[src/rtl/ling_pkg.sv]
// Package: ling_pkg
// Shared sizing helpers for the pseudocarry adder.
// Assumes tree positions are numbered with the carry-in at position 0.
package ling_pkg;
    // Number of prefix levels needed to cover a given count of positions.
    function automatic int unsigned tree_levels(input int unsigned positions);
        return (positions <= 1) ? 1 : $clog2(positions);
    endfunction
endpackage

[src/rtl/ling_bit_cells.sv]
// Module: ling_bit_cells
// Forms the per-bit generate (AND), propagate (OR) and half-sum (XOR).
// Assumes nothing about the operands; purely combinational.
module ling_bit_cells #(
    parameter int unsigned WIDTH = 32
) (
    input  logic [WIDTH-1:0] op_a,
    input  logic [WIDTH-1:0] op_b,
    output logic [WIDTH-1:0] gen,
    output logic [WIDTH-1:0] prop,
    output logic [WIDTH-1:0] half
);
    // Per-bit primitive terms.
    always_comb begin
        gen  = op_a & op_b;
        prop = op_a | op_b;
        half = op_a ^ op_b;
    end

    // A generate must imply a propagate, and the half-sum must be propagate without generate.
    always_comb begin
        p_gen_in_prop_r1: assert ((gen & ~prop) == '0)
            else $error("generate outside propagate");
        p_half_split_r1: assert (half == (prop & ~gen))
            else $error("half-sum inconsistent with generate/propagate");
    end
endmodule

[src/rtl/ling_merge_level.sv]
// Module: ling_merge_level
// One prefix level. Each position at index j >= DIST merges with position j-DIST.
// The first level (FIRST=1) forms the 2-bit pseudocarry h[j] | h[j-1] directly.
// Later levels use h_hi | i_hi & h_lo. Group propagates multiply.
// Assumes positions below DIST already span down to position 0.
module ling_merge_level #(
    parameter int unsigned N     = 33,
    parameter int unsigned DIST  = 1,
    parameter bit          FIRST = 1'b0
) (
    input  logic [N-1:0] h_in,
    input  logic [N-1:0] i_in,
    output logic [N-1:0] h_out,
    output logic [N-1:0] i_out
);
    for (genvar j = 0; j < N; j++) begin : g_pos
        if (j < DIST) begin : g_pass
            // Group already complete: pass through.
            assign h_out[j] = h_in[j];
            assign i_out[j] = i_in[j];
        end else if (FIRST) begin : g_pair
            // Two-bit pseudocarry: the lower generate needs no propagate.
            assign h_out[j] = h_in[j] | h_in[j-DIST];
            assign i_out[j] = i_in[j] & i_in[j-DIST];
        end else begin : g_merge
            // General merge of an upper and a lower group.
            assign h_out[j] = h_in[j] | (i_in[j] & h_in[j-DIST]);
            assign i_out[j] = i_in[j] & i_in[j-DIST];
        end
    end
endmodule

[src/rtl/ling_prefix_tree.sv]
// Module: ling_prefix_tree
// Parallel-prefix tree of pseudocarry (h) and shifted group propagate (i).
// Input position j carries generate ge[j] and local propagate pe[j].
// Position 0 is the carry-in.
// Output h_all[j] is the pseudocarry spanning positions j down to 0.
module ling_prefix_tree
    import ling_pkg::*;
#(
    parameter int unsigned N = 33
) (
    input  logic [N-1:0] ge,
    input  logic [N-1:0] pe,
    output logic [N-1:0] h_all
);
    localparam int unsigned LEVELS = tree_levels(N);

    logic [N-1:0] h_lvl [LEVELS+1];
    logic [N-1:0] i_lvl [LEVELS+1];

    // Level 0: single positions. The group propagate sits one position lower.
    assign h_lvl[0] = ge;
    assign i_lvl[0] = {pe[N-2:0], 1'b1};

    for (genvar l = 0; l < LEVELS; l++) begin : g_lvl
        ling_merge_level #(
            .N    (N),
            .DIST (1 << l),
            .FIRST(l == 0)
        ) u_level (
            .h_in (h_lvl[l]),
            .i_in (i_lvl[l]),
            .h_out(h_lvl[l+1]),
            .i_out(i_lvl[l+1])
        );
    end

    assign h_all = h_lvl[LEVELS];

    // The serial pseudocarry recurrence H[j] = ge[j] | pe[j-1]&H[j-1] must hold.
    // The full-span propagate must equal the product of all lower local propagates.
    always_comb begin
        logic run;
        p_h_base_r1: assert (h_all[0] == ge[0]) else $error("pseudocarry base wrong");
        run = 1'b1;
        for (int j = 1; j < int'(N); j++) begin
            p_h_rec_r1: assert (h_all[j] == (ge[j] | (pe[j-1] & h_all[j-1])))
                else $error("pseudocarry recurrence broken at %0d", j);
            run = run & pe[j-1];
            p_i_span_r5: assert (i_lvl[LEVELS][j] == run)
                else $error("group propagate wrong at %0d", j);
        end
    end
endmodule

[src/rtl/ling_sum_stage.sv]
// Module: ling_sum_stage
// Rebuilds the true carries as pe & h and forms the sum bits and carry-out.
// Assumes pe[0] = 1 for the carry-in position.
module ling_sum_stage #(
    parameter int unsigned WIDTH = 32
) (
    input  logic [WIDTH-1:0] half,
    input  logic [WIDTH:0]   pe,
    input  logic [WIDTH:0]   h_all,
    output logic [WIDTH-1:0] sum,
    output logic             cout
);
    logic [WIDTH:0] carry;

    // True carry at each position: local propagate times pseudocarry.
    always_comb carry = pe & h_all;

    // The sum bit uses the carry from the position below. The top carry leaves the block.
    always_comb begin
        sum  = half ^ carry[WIDTH-1:0];
        cout = carry[WIDTH];
    end

    // A true carry always implies its pseudocarry.
    always_comb begin
        p_carry_in_h_r1: assert ((carry & ~h_all) == '0)
            else $error("carry without pseudocarry");
    end
endmodule

[src/rtl/ling_adder.sv]
// Module: ling_adder (top)
// Combinational pseudocarry lookahead adder: {cout, sum} = a + b + cin.
// The carry-in is tree position 0 (generate = cin, propagate = 1).
// Bit k of the operands is position k+1.
module ling_adder #(
    parameter int unsigned WIDTH = 32
) (
    input  logic [WIDTH-1:0] a,
    input  logic [WIDTH-1:0] b,
    input  logic             cin,
    output logic [WIDTH-1:0] sum,
    output logic             cout
);
    localparam int unsigned N = WIDTH + 1;

    logic [WIDTH-1:0] gen, prop, half;
    logic [N-1:0]     ge, pe, h_all;

    ling_bit_cells #(.WIDTH(WIDTH)) u_cells (
        .op_a(a),
        .op_b(b),
        .gen (gen),
        .prop(prop),
        .half(half)
    );

    // Extend the position vectors with the carry-in at position 0.
    always_comb begin
        ge = {gen, cin};
        pe = {prop, 1'b1};
    end

    ling_prefix_tree #(.N(N)) u_tree (
        .ge   (ge),
        .pe   (pe),
        .h_all(h_all)
    );

    ling_sum_stage #(.WIDTH(WIDTH)) u_sum (
        .half (half),
        .pe   (pe),
        .h_all(h_all),
        .sum  (sum),
        .cout (cout)
    );

    // Arithmetic result and the carry-out condition at the ports.
    always_comb begin
        p_arith_r1: assert ({cout, sum} == ({1'b0, a} + {1'b0, b} + {{WIDTH{1'b0}}, cin}))
            else $error("sum mismatch");
        p_cout_needs_top_r3: assert (!cout || a[WIDTH-1] || b[WIDTH-1])
            else $error("carry-out without top propagate");
    end
endmodule

[config.mk]
export PLATFORM = sky130hd
export DESIGN_NAME = ling_adder
export DESIGN_NICKNAME = d
export VERILOG_FILES = /design/src/rtl/ling_pkg.sv /design/src/rtl/ling_bit_cells.sv /design/src/rtl/ling_merge_level.sv /design/src/rtl/ling_prefix_tree.sv /design/src/rtl/ling_sum_stage.sv /design/src/rtl/ling_adder.sv
export SDC_FILE = /design/constraint.sdc
export NUM_CORES = 1
export LEC_CHECK = 0
export BUFFER_PORTS_ARGS = -buffer_cell sky130_fd_sc_hd__buf_4
export CAP_MARGIN = 20
export CORE_AREA = 3 3 120 76
export DETAILED_ROUTE_END_ITERATION = 8
export DIE_AREA = 0 0 123 79
export GPL_ROUTABILITY_DRIVEN = 0
export SYNTH_ARGS = -nofsm -noshare
export SYNTH_HDL_FRONTEND = slang
export SYNTH_SLANG_ARGS = --single-unit
[constraint.sdc]
create_clock -name vclk -period 2.7
set_input_delay 0.54 -clock vclk [all_inputs]
set_output_delay 0.54 -clock vclk [all_outputs]
set_load 0.01 [all_outputs]
# Yosys cells after proc, flatten, opt, wreduce, memory -nomap -nowiden
# Cells that the tools add are included.
word_totals:
  ff_bits: 0
  input_bits: 65
  out_inout_bits: 33
  elab_cells: 345
op_classes:
  bitwise: 345
ops:
  columns: ["operator", "n"]
  rows:
  - ["bitwise AND 1 bit", 205]
  - ["OR 1 bit", 135]
  - ["XOR 32 bit", 2]
  - ["bitwise AND 33 bit", 1]
  - ["bitwise AND 32 bit", 1]
  - ["OR 32 bit", 1]

# Depth between registers and ports, before layout
# Gate-level depths: netlist of the first run.
logic_depth:
  ltp_word: 13
  mapped_depth: 9
  mapped_depth_nobuf: 9

# Hierarchy
# Synthesis of the first run repeated with hierarchy kept, for this count alone.
unflattened:
  cells_unflattened: 623
  area_unflattened_um2: 4371.7
by_module_without_submodules:
  columns: ["module", "instances", "cells_per_inst", "area_per_inst_um2", "seq_area_each_um2"]
  rows:
  - ["ling_bit_cells", 1, 160, 1161.1, 0.0]
  - ["ling_merge_level at u_tree.g_lvl[5].u_level", 1, 66, 495.5, 0.0]
  - ["ling_merge_level at u_tree.g_lvl[3].u_level", 1, 66, 481.7, 0.0]
  - ["ling_merge_level at u_tree.g_lvl[4].u_level", 1, 66, 476.7, 0.0]
  - ["ling_merge_level at u_tree.g_lvl[2].u_level", 1, 66, 466.7, 0.0]
  - ["ling_merge_level at u_tree.g_lvl[1].u_level", 1, 66, 460.4, 0.0]
  - ["ling_merge_level at u_tree.g_lvl[0].u_level", 1, 66, 415.4, 0.0]
  - ["ling_sum_stage", 1, 65, 406.6, 0.0]
  - ["ling_adder", 1, 1, 3.8, 0.0]
  - ["ling_prefix_tree", 1, 1, 3.8, 0.0]

# Least setup slack after synthesis of the first run
# OpenSTA, ideal clock, no wires.
synth_path:
  path_kind: "input-to-output"
  start: "input a[10]"
  end: "output sum[23]"
  arrival_time_ps: 2445
  required_time_ps: 2160
  setup_slack_ps: -285
  path_stages: 9
  path_buffers: 0
  path_cell_list: "inv_1 -> ha_1 -> or3_4 -> or2_4 -> nand3b_1 -> a211oi_2 -> o21ai_0 -> a21oi_1 -> xor2_1"
synth_between:
  elab_chain_cells: 10
synth_lines:
  columns: ["element", "line_no", "rtl"]
  rows:
  - ["start: declaration", "ling_adder.sv:8", "input logic [WIDTH-1:0] a,"]
  - ["OR 32 bit / bitwise AND 32 bit (equally long branches)", "ling_bit_cells.sv:16, ling_bit_cells.sv:15", null]
  - ["bitwise AND 1 bit / OR 1 bit (equally long branches)", "ling_merge_level.sv:24, ling_merge_level.sv:23", null]
  - ["bitwise AND 1 bit / OR 1 bit (equally long branches)", "ling_merge_level.sv:28, ling_merge_level.sv:27", null]
  - ["bitwise AND 1 bit", "ling_merge_level.sv:27", "assign h_out[j] = h_in[j] | (i_in[j] & h_in[j-DIST]);"]
  - ["OR 1 bit", "ling_merge_level.sv:27", null]
  - ["bitwise AND 1 bit", "ling_merge_level.sv:27", null]
  - ["OR 1 bit", "ling_merge_level.sv:27", null]
  - ["OR 1 bit (*)", "ling_merge_level.sv:27", null]
  - ["bitwise AND 33 bit (*)", "ling_sum_stage.sv:16", "always_comb carry = pe & h_all;"]
  - ["XOR 32 bit (*)", "ling_sum_stage.sv:20", "sum = half ^ carry[WIDTH-1:0];"]
  - ["end: declaration", "ling_adder.sv:11", "output logic [WIDTH-1:0] sum,"]
# Every way passes the cells marked *; elsewhere a longest branch is shown, timed or not.

# Final worst setup path of the first run
layout_path:
  start: "input b[2]"
  end: "output sum[31]"
layout_between:
  elab_chain_cells: 11
layout_lines:
  columns: ["element", "line_no", "rtl"]
  rows:
  - ["start: declaration", "ling_adder.sv:9", "input logic [WIDTH-1:0] b,"]
  - ["OR 32 bit / bitwise AND 32 bit (equally long branches)", "ling_bit_cells.sv:16, ling_bit_cells.sv:15", null]
  - ["bitwise AND 1 bit / OR 1 bit (equally long branches)", "ling_merge_level.sv:24, ling_merge_level.sv:23", null]
  - ["bitwise AND 1 bit / OR 1 bit (equally long branches)", "ling_merge_level.sv:28, ling_merge_level.sv:27", null]
  - ["bitwise AND 1 bit (*)", "ling_merge_level.sv:27", null]
  - ["OR 1 bit (*)", "ling_merge_level.sv:27", null]
  - ["bitwise AND 1 bit (*)", "ling_merge_level.sv:27", null]
  - ["OR 1 bit (*)", "ling_merge_level.sv:27", null]
  - ["bitwise AND 1 bit (*)", "ling_merge_level.sv:27", null]
  - ["OR 1 bit (*)", "ling_merge_level.sv:27", null]
  - ["bitwise AND 33 bit (*)", "ling_sum_stage.sv:16", null]
  - ["XOR 32 bit (*)", "ling_sum_stage.sv:20", null]
# Marked as above.

==> results.toml, run 1 <==
[sta]
slew_headroom_pct = 61.3
tightest_slew_ns = 0.575
hold_slack_ns = 1.53
setup_viol = 25
period_share_pct = 120
finalHoldViolCount = 0
fin_ws_ns = -0.539
fmax_mhz = 309
rsz0062_at_grt = "yes"
drv_slew = 0
period_needed_ns = 3.24

[layout]
areaGrowthSynthToFinish_pct = 101
stdcell_area_sq_um = 4840
clock_buffers = 0
nets = 677
seq_cell_count = 0
final_cell_mix = "184 x buf_4, 47 x inv_1, 45 x ha_1, 30 x nor2_1, 21 x xor2_1"
mostFrequentLayoutCell = "buf_4"
drive_gt1_share_pct = 58.2
final_cells = 653
seqCellArea_sq_um = 0
antenna_cells = 0

[placed_design]
dpl.hpwl_um = 7660
dp_slack_ns = -0.597
place_inst = 639
placed_area_sq_um = 4180
io_buffers = 98

[grt]
grt_pass1_wl_um = 14300
overflow = 0
grt_max_degree = 7
grtUsageTotal_pct = 17.6
antenna_found_initial = 0
first_global_vias = 3104

[drt]
avgRoutedWirePerCell_um = 14.4
routed_wl_um = 9390
drtIter0Drc = 191
via_per_inst = 4.83
drtPass1Iterations = 5
final_antenna_net_count = 0
drc = 0
vias = 3153

[yosys]
yosys_warnings = 0
synth_area_leaders = "ha_1 33%, inv_1 11%, xor2_1 8.0%, nor2_1 6.9%, a21oi_1 3.3%"
synth_top_area_share_pct = 33.2
synth_fp_nets = 469
synth_top_cell_by_area = "ha_1"
postSynthCellCount = 339
synth_seq_area_share_pct = 0
synth.distinct_cells = 46
postSynthAreaPerCell_sq_um = 7.11
syn_area_sq_um = 2410

[power]
power_density_nw_per_um2 = 235
p_seq_share_pct = 0
internal_power_mw = 0.606
leakage_nw = 2.43
ir_drop_v = 0.000127
p_sw_mw = 0.529
sw_frac_of_total_pct = 46.6
combPwrFrac_pct = 100.0
p_clk_share_pct = 0

[floorplanning]
core_sq_um = 7910
die_x_um = 123
die_h_um = 79
io_pins = 98
initial_core_util_pct = 30.5
row_count = 25
die_area_sq_um = 9720

[critical_path]
startpoint_type = "input port"
arrival_ns = 2.70
worstSetupPathType = "input port to output pin"
cp_max_fo = 3
crit_path_end_kind = "output pin"
crit_required_ns = 2.16

[min_path]
hold_depth = 4
hold_class = "input port to output pin"

[outcome]
failed_checks = "setup timing"
status = "complete, but fails checks"

[flow_run]
maxCapViolCount = 0
==> critical path: stages <==
cell       delay [ns]
buf_4            0.09
inv_2            0.04
ha_4             0.16
or2_1            0.27
a211oi_2         0.27
buf_4            0.18
nand3b_1         0.20
a21oi_2          0.26
o2111ai_2        0.17
a21oi_2          0.19
xor2_1           0.19
buf_4            0.15
==> path summary, 6_finish.rpt <==
kind,startpoint,endpoint,slack [ns]
setup / recovery,b[2],sum[31],-0.54
hold / removal,cin,sum[0],1.53
==> timing repair <==
action,CTS,global route
setup endpoints to repair,27,27
resized for setup,77,54
pin swaps,46,40
hold buffers,0,0
cloned,0,0
buffers inserted,7,9
==> power groups by stage <==
stage | registers, mW | clock network [mW] | logic [mW]
finish | 0 | 0 | 1.14
global route | 0 | 0 | 1.22
CTS | 0 | 0 | 1.06
detailed placement | 0 | 0 | 0.955
global placement | 0 | 0 | 0.938
floorplan | 0 | 0 | 0.467
==> layout make-up <==
type	count	area (sq um)
fillers	671	3070
inverters	68	325
multi-input cells	271	2710
well taps	108	135
repair buffers	206	1670
==> Yosys cell counts, types with 2 or more instances <==
cell / number
a211oi_2: 2
o31ai_1: 10
or3_1: 7
or2_2: 3
a211oi_1: 2
nor2b_1: 3
nor4_1: 7
inv_1: 68
o21bai_1: 3
ha_1: 64
nor3_2: 2
nand3b_1: 3
nor3_1: 15
a31oi_1: 5
o21ai_0: 9
xor2_1: 22
nand2b_1: 6
a21oi_1: 16
nand2_1: 9
or4_1: 2
nor2_1: 44
o31a_1: 6
xnor2_1: 8
==> per-layer routing <==
metal	up-vias	routed length [um]	global-route usage [%]
li1	1570	-	-
met1	1465	4500	25.6
met2	112	4290	29.3
met3	6	539	1.49
met4	0	59	1.55
met5	-	0	0
==> per-stage QoR <==
stage          setup TNS (ns)  total power [mW]  util, %
2_1_floorplan           -1.10             0.467        -
3_3_place_gp            -9.28             0.938     52.8
3_5_place_dp            -9.73             0.955     52.8
4_1_cts                 -8.20              1.06     57.6
5_1_grt                -10.73              1.22     61.2
6_report                -8.48              1.14     61.2
==> logic make-up (layout without fill, tap and decap cells) <==
group	after synthesis	count (layout)	share of synthesized area (%)
AOI/OAI and AO/OA	70	70	22.2
xor gates and xnor gates	30	30	10.9
adders and majority gates	65	65	34.0
buffers and inverters	68	274	10.6
and+or+nand+nor	106	106	22.3
Power figures use the tool's default switching activity.
==> inputs of run 2 (changes only) <==
--- a/config.mk
+++ b/config.mk
@@ -14,3 +14,4 @@
 export SYNTH_ARGS = -nofsm -noshare
 export SYNTH_HDL_FRONTEND = slang
 export SYNTH_SLANG_ARGS = --single-unit
+export TNS_END_PERCENT = 50
==> constraint.sdc (replaced) <==
create_clock -name vclk -period 2.8
set_input_delay 0.56 -clock vclk [all_inputs]
set_output_delay 0.56 -clock vclk [all_outputs]
set_load 0.01 [all_outputs]
==> results.toml, run 2 (same netlist as run 1, synthesis figures left out) <==
[placed_design]
dpl.hpwl_um = 7370
dp_slack_ns = -0.560
io_buffers = 98
placed_area_sq_um = 4020
place_inst = 630

[floorplanning]
die_x_um = 123
die_h_um = 79
die_area_sq_um = 9720
row_count = 25
core_sq_um = 7910
initial_core_util_pct = 30.5
io_pins = 98

[grt]
grt_pass1_wl_um = 14200
overflow = 0
grt_max_degree = 7
antenna_found_initial = 0
first_global_vias = 3010
grtUsageTotal_pct = 17.5

[critical_path]
startpoint_type = "input port"
worstSetupPathType = "input port to output pin"
cp_max_fo = 3
crit_path_end_kind = "output pin"
arrival_ns = 2.67
crit_required_ns = 2.24

[sta]
fmax_mhz = 310
rsz0062_at_grt = "yes"
fin_ws_ns = -0.430
period_needed_ns = 3.23
slew_headroom_pct = 68.7
tightest_slew_ns = 0.466
finalHoldViolCount = 0
period_share_pct = 115
hold_slack_ns = 1.48
setup_viol = 23
setup-tns-final_ns = -6.27
drv_slew = 0

[power]
ir_drop_v = 0.000104
power_density_nw_per_um2 = 226
leakage_nw = 2.35
total_power_mw = 1.04

[drt]
via_per_inst = 4.76
drtIter0Drc = 209
drtPass1Iterations = 4
vias = 3058
routed_wl_um = 8920
final_antenna_net_count = 0
avgRoutedWirePerCell_um = 13.9
drc = 0

[outcome]
status = "complete, but fails checks"
failed_checks = "setup timing"

[layout]
seq_cell_count = 0
fin_util_pct = 58.1
nFillCells = 709
clock_buffers = 0
drive_gt1_share_pct = 53.8
areaGrowthSynthToFinish_pct = 90.6
final_cells = 643
antenna_cells = 0
seqCellArea_sq_um = 0
nets = 667
mostFrequentLayoutCell = "buf_4"
final_cell_mix = "179 x buf_4, 51 x inv_1, 44 x ha_1, 36 x nor2_1, 21 x xor2_1"
stdcell_area_sq_um = 4590

[min_path]
hold_class = "input port to output pin"
hold_depth = 3
worst_hold_startpoint = "b[0]"
hold_end = "sum[0]"

[flow_run]
maxCapViolCount = 0

[clocking]
ctsHoldBuffers = 0
## run 2: area by class of cell
class / instances / area, sq um / area share [%]
multi-input cells: 271 / 2620 / 56.9
repair buffers: 196 / 1550 / 33.7
inverters: 68 / 293 / 6.37
well taps: 108 / 135 / 2.94
## run 2: worst max-delay path by stage
stage          cells past startpoint  slack, ns   from      end
2_1_floorplan                      9      -0.12  a[10]  sum[29]
3_3_place_gp                      13      -0.56   a[4]  sum[30]
3_5_place_dp                      12      -0.56  a[14]  sum[30]
4_1_cts                           11      -0.47   b[9]  sum[29]
5_1_grt                           11      -0.57   a[8]  sum[29]
6_report                          11      -0.43   b[9]  sum[23]
## run 2: timing repair
action | in CTS | in global routing
cloned | 0 | 0
setup endpoints to repair | 24 | 25
gates resized for setup | 94 | 19
pin swaps | 45 | 13
setup buffers | 9 | 5
## run 2: power breakdown
group          switching (mW)  internal, mW  leakage [nW]  total (mW)
sequential                  0             0             0           0
combinational           0.486         0.551          2.35        1.04
clock                       0             0             0           0
## run 2: layer usage
| metal | track usage [%] | wire [um] | vias to the layer above | share of wire [%] |
|---|---|---|---|---|
| met5 | 0 | 0 | - | 0 |
| met4 | 0.331 | 30 | 0 | 0.34 |
| met3 | 0.925 | 473 | 4 | 5.3 |
| met2 | 28.6 | 3940 | 90 | 44 |
| met1 | 26.7 | 4480 | 1417 | 50 |
| li1 | - | - | 1547 | - |
## run 2: worst max-delay path, cell delays in order
cell	delay [ns]
buf_8	0.08
inv_4	0.03
ha_4	0.14
or3_4	0.41
or2_4	0.25
nand3b_1	0.28
a211oi_4	0.34
o21ai_1	0.11
a21oi_2	0.17
xor2_1	0.16
buf_4	0.14
==> inputs of run 3 (changes only) <==
--- a/config.mk
+++ b/config.mk
@@ -5,11 +5,12 @@
 export SDC_FILE = /design/constraint.sdc
 export NUM_CORES = 1
 export LEC_CHECK = 0
+export ABC_AREA = 1
 export BUFFER_PORTS_ARGS = -buffer_cell sky130_fd_sc_hd__buf_4
 export CAP_MARGIN = 20
-export CORE_AREA = 3 3 120 76
+export CORE_AREA = 3 3 137 86
 export DETAILED_ROUTE_END_ITERATION = 8
-export DIE_AREA = 0 0 123 79
+export DIE_AREA = 0 0 140 89
 export GPL_ROUTABILITY_DRIVEN = 0
 export SYNTH_ARGS = -nofsm -noshare
 export SYNTH_HDL_FRONTEND = slang
==> results.toml, run 3 <==
[outcome]
status = "finished, final reports clean"

[floorplanning]
die_area_sq_um = 12500
die_h_um = 89
die_x_um = 140
row_count = 29
io_pins = 98
core_sq_um = 10500
initial_core_util_pct = 29.9

[placed_design]
dpl.hpwl_um = 9310
io_buffers = 98
placed_area_sq_um = 4050
place_inst = 829

[power]
p_seq_share_pct = 0
sw_frac_of_total_pct = 56.6
p_sw_mw = 0.500
p_clk_share_pct = 0
power_density_nw_per_um2 = 217
leakage_nw = 2.66
internal_power_mw = 0.383
total_power_mw = 0.883
combPwrFrac_pct = 100.0
ir_drop_v = 0.000109

[drt]
routed_wl_um = 10200
final_antenna_net_count = 0
vias = 3722
dr_wl_met3_um = 1040
dr_wl_met2_um = 3510
drtIter0Drc = 247
drc = 0
via_per_inst = 4.49
drtPass1Iterations = 5
dr.max_layer_used = "met4"
avgRoutedWirePerCell_um = 12.3
wl_met1_um = 5600

[critical_path]
crit_required_ns = 2.24
worstSetupPathType = "input port to output pin"
startpoint_type = "input port"
cp_max_fo = 3
crit_path_end_kind = "output pin"
crit_path_start = "a[9]"
arrival_ns = 2.13

[yosys]
yosys_warnings = 0
synth_most_common_cell = "nand2_1"
synthAdderAreaFrac_pct = 26.1
syn_area_sq_um = 3140
synth_top_family_by_area = "simple AND/OR/NAND/NOR gates"
synth_fp_nets = 722
synth.distinct_cells = 26
postSynthCellCount = 592
synthTopCellsByCount = "177 x nand2_1, 157 x inv_1, 64 x ha_1"
synth_seq_area_share_pct = 0
yosys-mux-area-fraction_pct = 0
synth_area_leaders = "ha_1 25%, nand2_1 21%, inv_1 19%, nor2_1 7.4%, a21oi_1 3.2%"
synth_top_area_share_pct = 25.5
synth_compound_area_share_pct = 7.96
yosys.area_share.simple_pct = 42.0
postSynthAreaPerCell_sq_um = 5.31
synth-xor-area-share_pct = 4.18
synth_top_cell_by_area = "ha_1"

[layout]
multi_input_area_sq_um = 2530
mostFrequentLayoutCell = "nand2_1"
nets = 822
drive_gt1_share_pct = 19.7
seq_cell_count = 0
nFillCells = 1166
final_cell_mix = "175 x nand2_1, 157 x inv_1, 98 x buf_4, 64 x ha_1, 60 x nor2_1"
fin_util_pct = 38.6
clock_buffers = 0
stdcell_area_sq_um = 4060
areaGrowthSynthToFinish_pct = 29.3
seqCellArea_sq_um = 0
final_cells = 829
antenna_cells = 0

[grt]
antenna_found_initial = 0
grt_pass1_wl_um = 16500
overflow = 0
grtUsageTotal_pct = 15.8
grt_max_degree = 7
first_global_vias = 3414

[sta]
setup_viol = 0
period_share_pct = 96.0
tightest_slew_ns = 0.327
period_needed_ns = 2.69
slew_headroom_pct = 78.0
drv_slew = 0
rsz0062_at_grt = "yes"
finalHoldViolCount = 0
fmax_mhz = 372
hold_slack_ns = 1.51

[flow_run]
maxCapViolCount = 0

[min_path]
hold_end = "sum[0]"
hold_class = "input port to output pin"
hold_depth = 3
worst_hold_startpoint = "b[0]"

[clocking]
postCtsSetupBuffers = 0
## run 3: critical path, cell delays in order
cell and delay (ns):
buf_4 0.08, inv_1 0.03, ha_1 0.24, nor2_1 0.20, nand2_2 0.12, nor3_2 0.12, nand2_1 0.06, nand2_1 0.14
nand2_1 0.09, nand2_1 0.15, nand2_1 0.08, nand2_1 0.06, nand2_1 0.05, buf_4 0.14
## run 3: power groups by stage
| stage | registers, mW | clock network (mW) | logic (mW) |
|---|---|---|---|
| 2_1_floorplan | 0 | 0 | 0.511 |
| 3_3_place_gp | 0 | 0 | 0.861 |
| 3_5_place_dp | 0 | 0 | 0.873 |
| 4_1_cts | 0 | 0 | 0.878 |
| 5_1_grt | 0 | 0 | 0.987 |
| 6_report | 0 | 0 | 0.883 |
## run 3: area by class of cell
| type | instances | area share [%] |
|---|---|---|
| inverter | 165 | 15.2 |
| multi-input combinational | 427 | 62.4 |
| timing repair buffer | 98 | 18.1 |
| tap | 139 | 4.28 |
## run 3: layer usage
| metal | vias up | global-route usage (%) |
|---|---|---|
| met2 | 165 | 21.7 |
| li1 | 1948 | - |
| met4 | 0 | 0.176 |
| met3 | 8 | 2.78 |
| met5 | - | 0 |
| met1 | 1601 | 26.1 |
## run 3: timing repair
action	4_1_cts	5_1_grt
gates resized for setup	0	7
hold buffers	0	0
setup endpoints to repair	0	6
## run 3: worst max path at each step
stage	to	slack (ns)	cells past startpoint
floorplan	cout	0.61	9
global placement	sum[28]	0.11	14
detailed placement	sum[28]	0.08	14
CTS	sum[28]	0.09	14
global route	sum[29]	-0.01	14
finish	sum[28]	0.11	14
## run 3: cell families (layout without fill, tap and decap cells)
logic type | after synthesis | in the layout
buf+inv | 165 | 263
simple gates | 302 | 302
fa+ha+maj | 65 | 65
compound gates | 45 | 45
xor+xnor | 15 | 15
## run 3: per-stage QoR
step	TNS [ns]	setup WS, ns
after floorplan	0	0.609
after global placement	0	0.113
after detailed placement	0	0.0809
after CTS	0	0.0886
after global routing	-0.0105	-0.0101
final	0	0.112
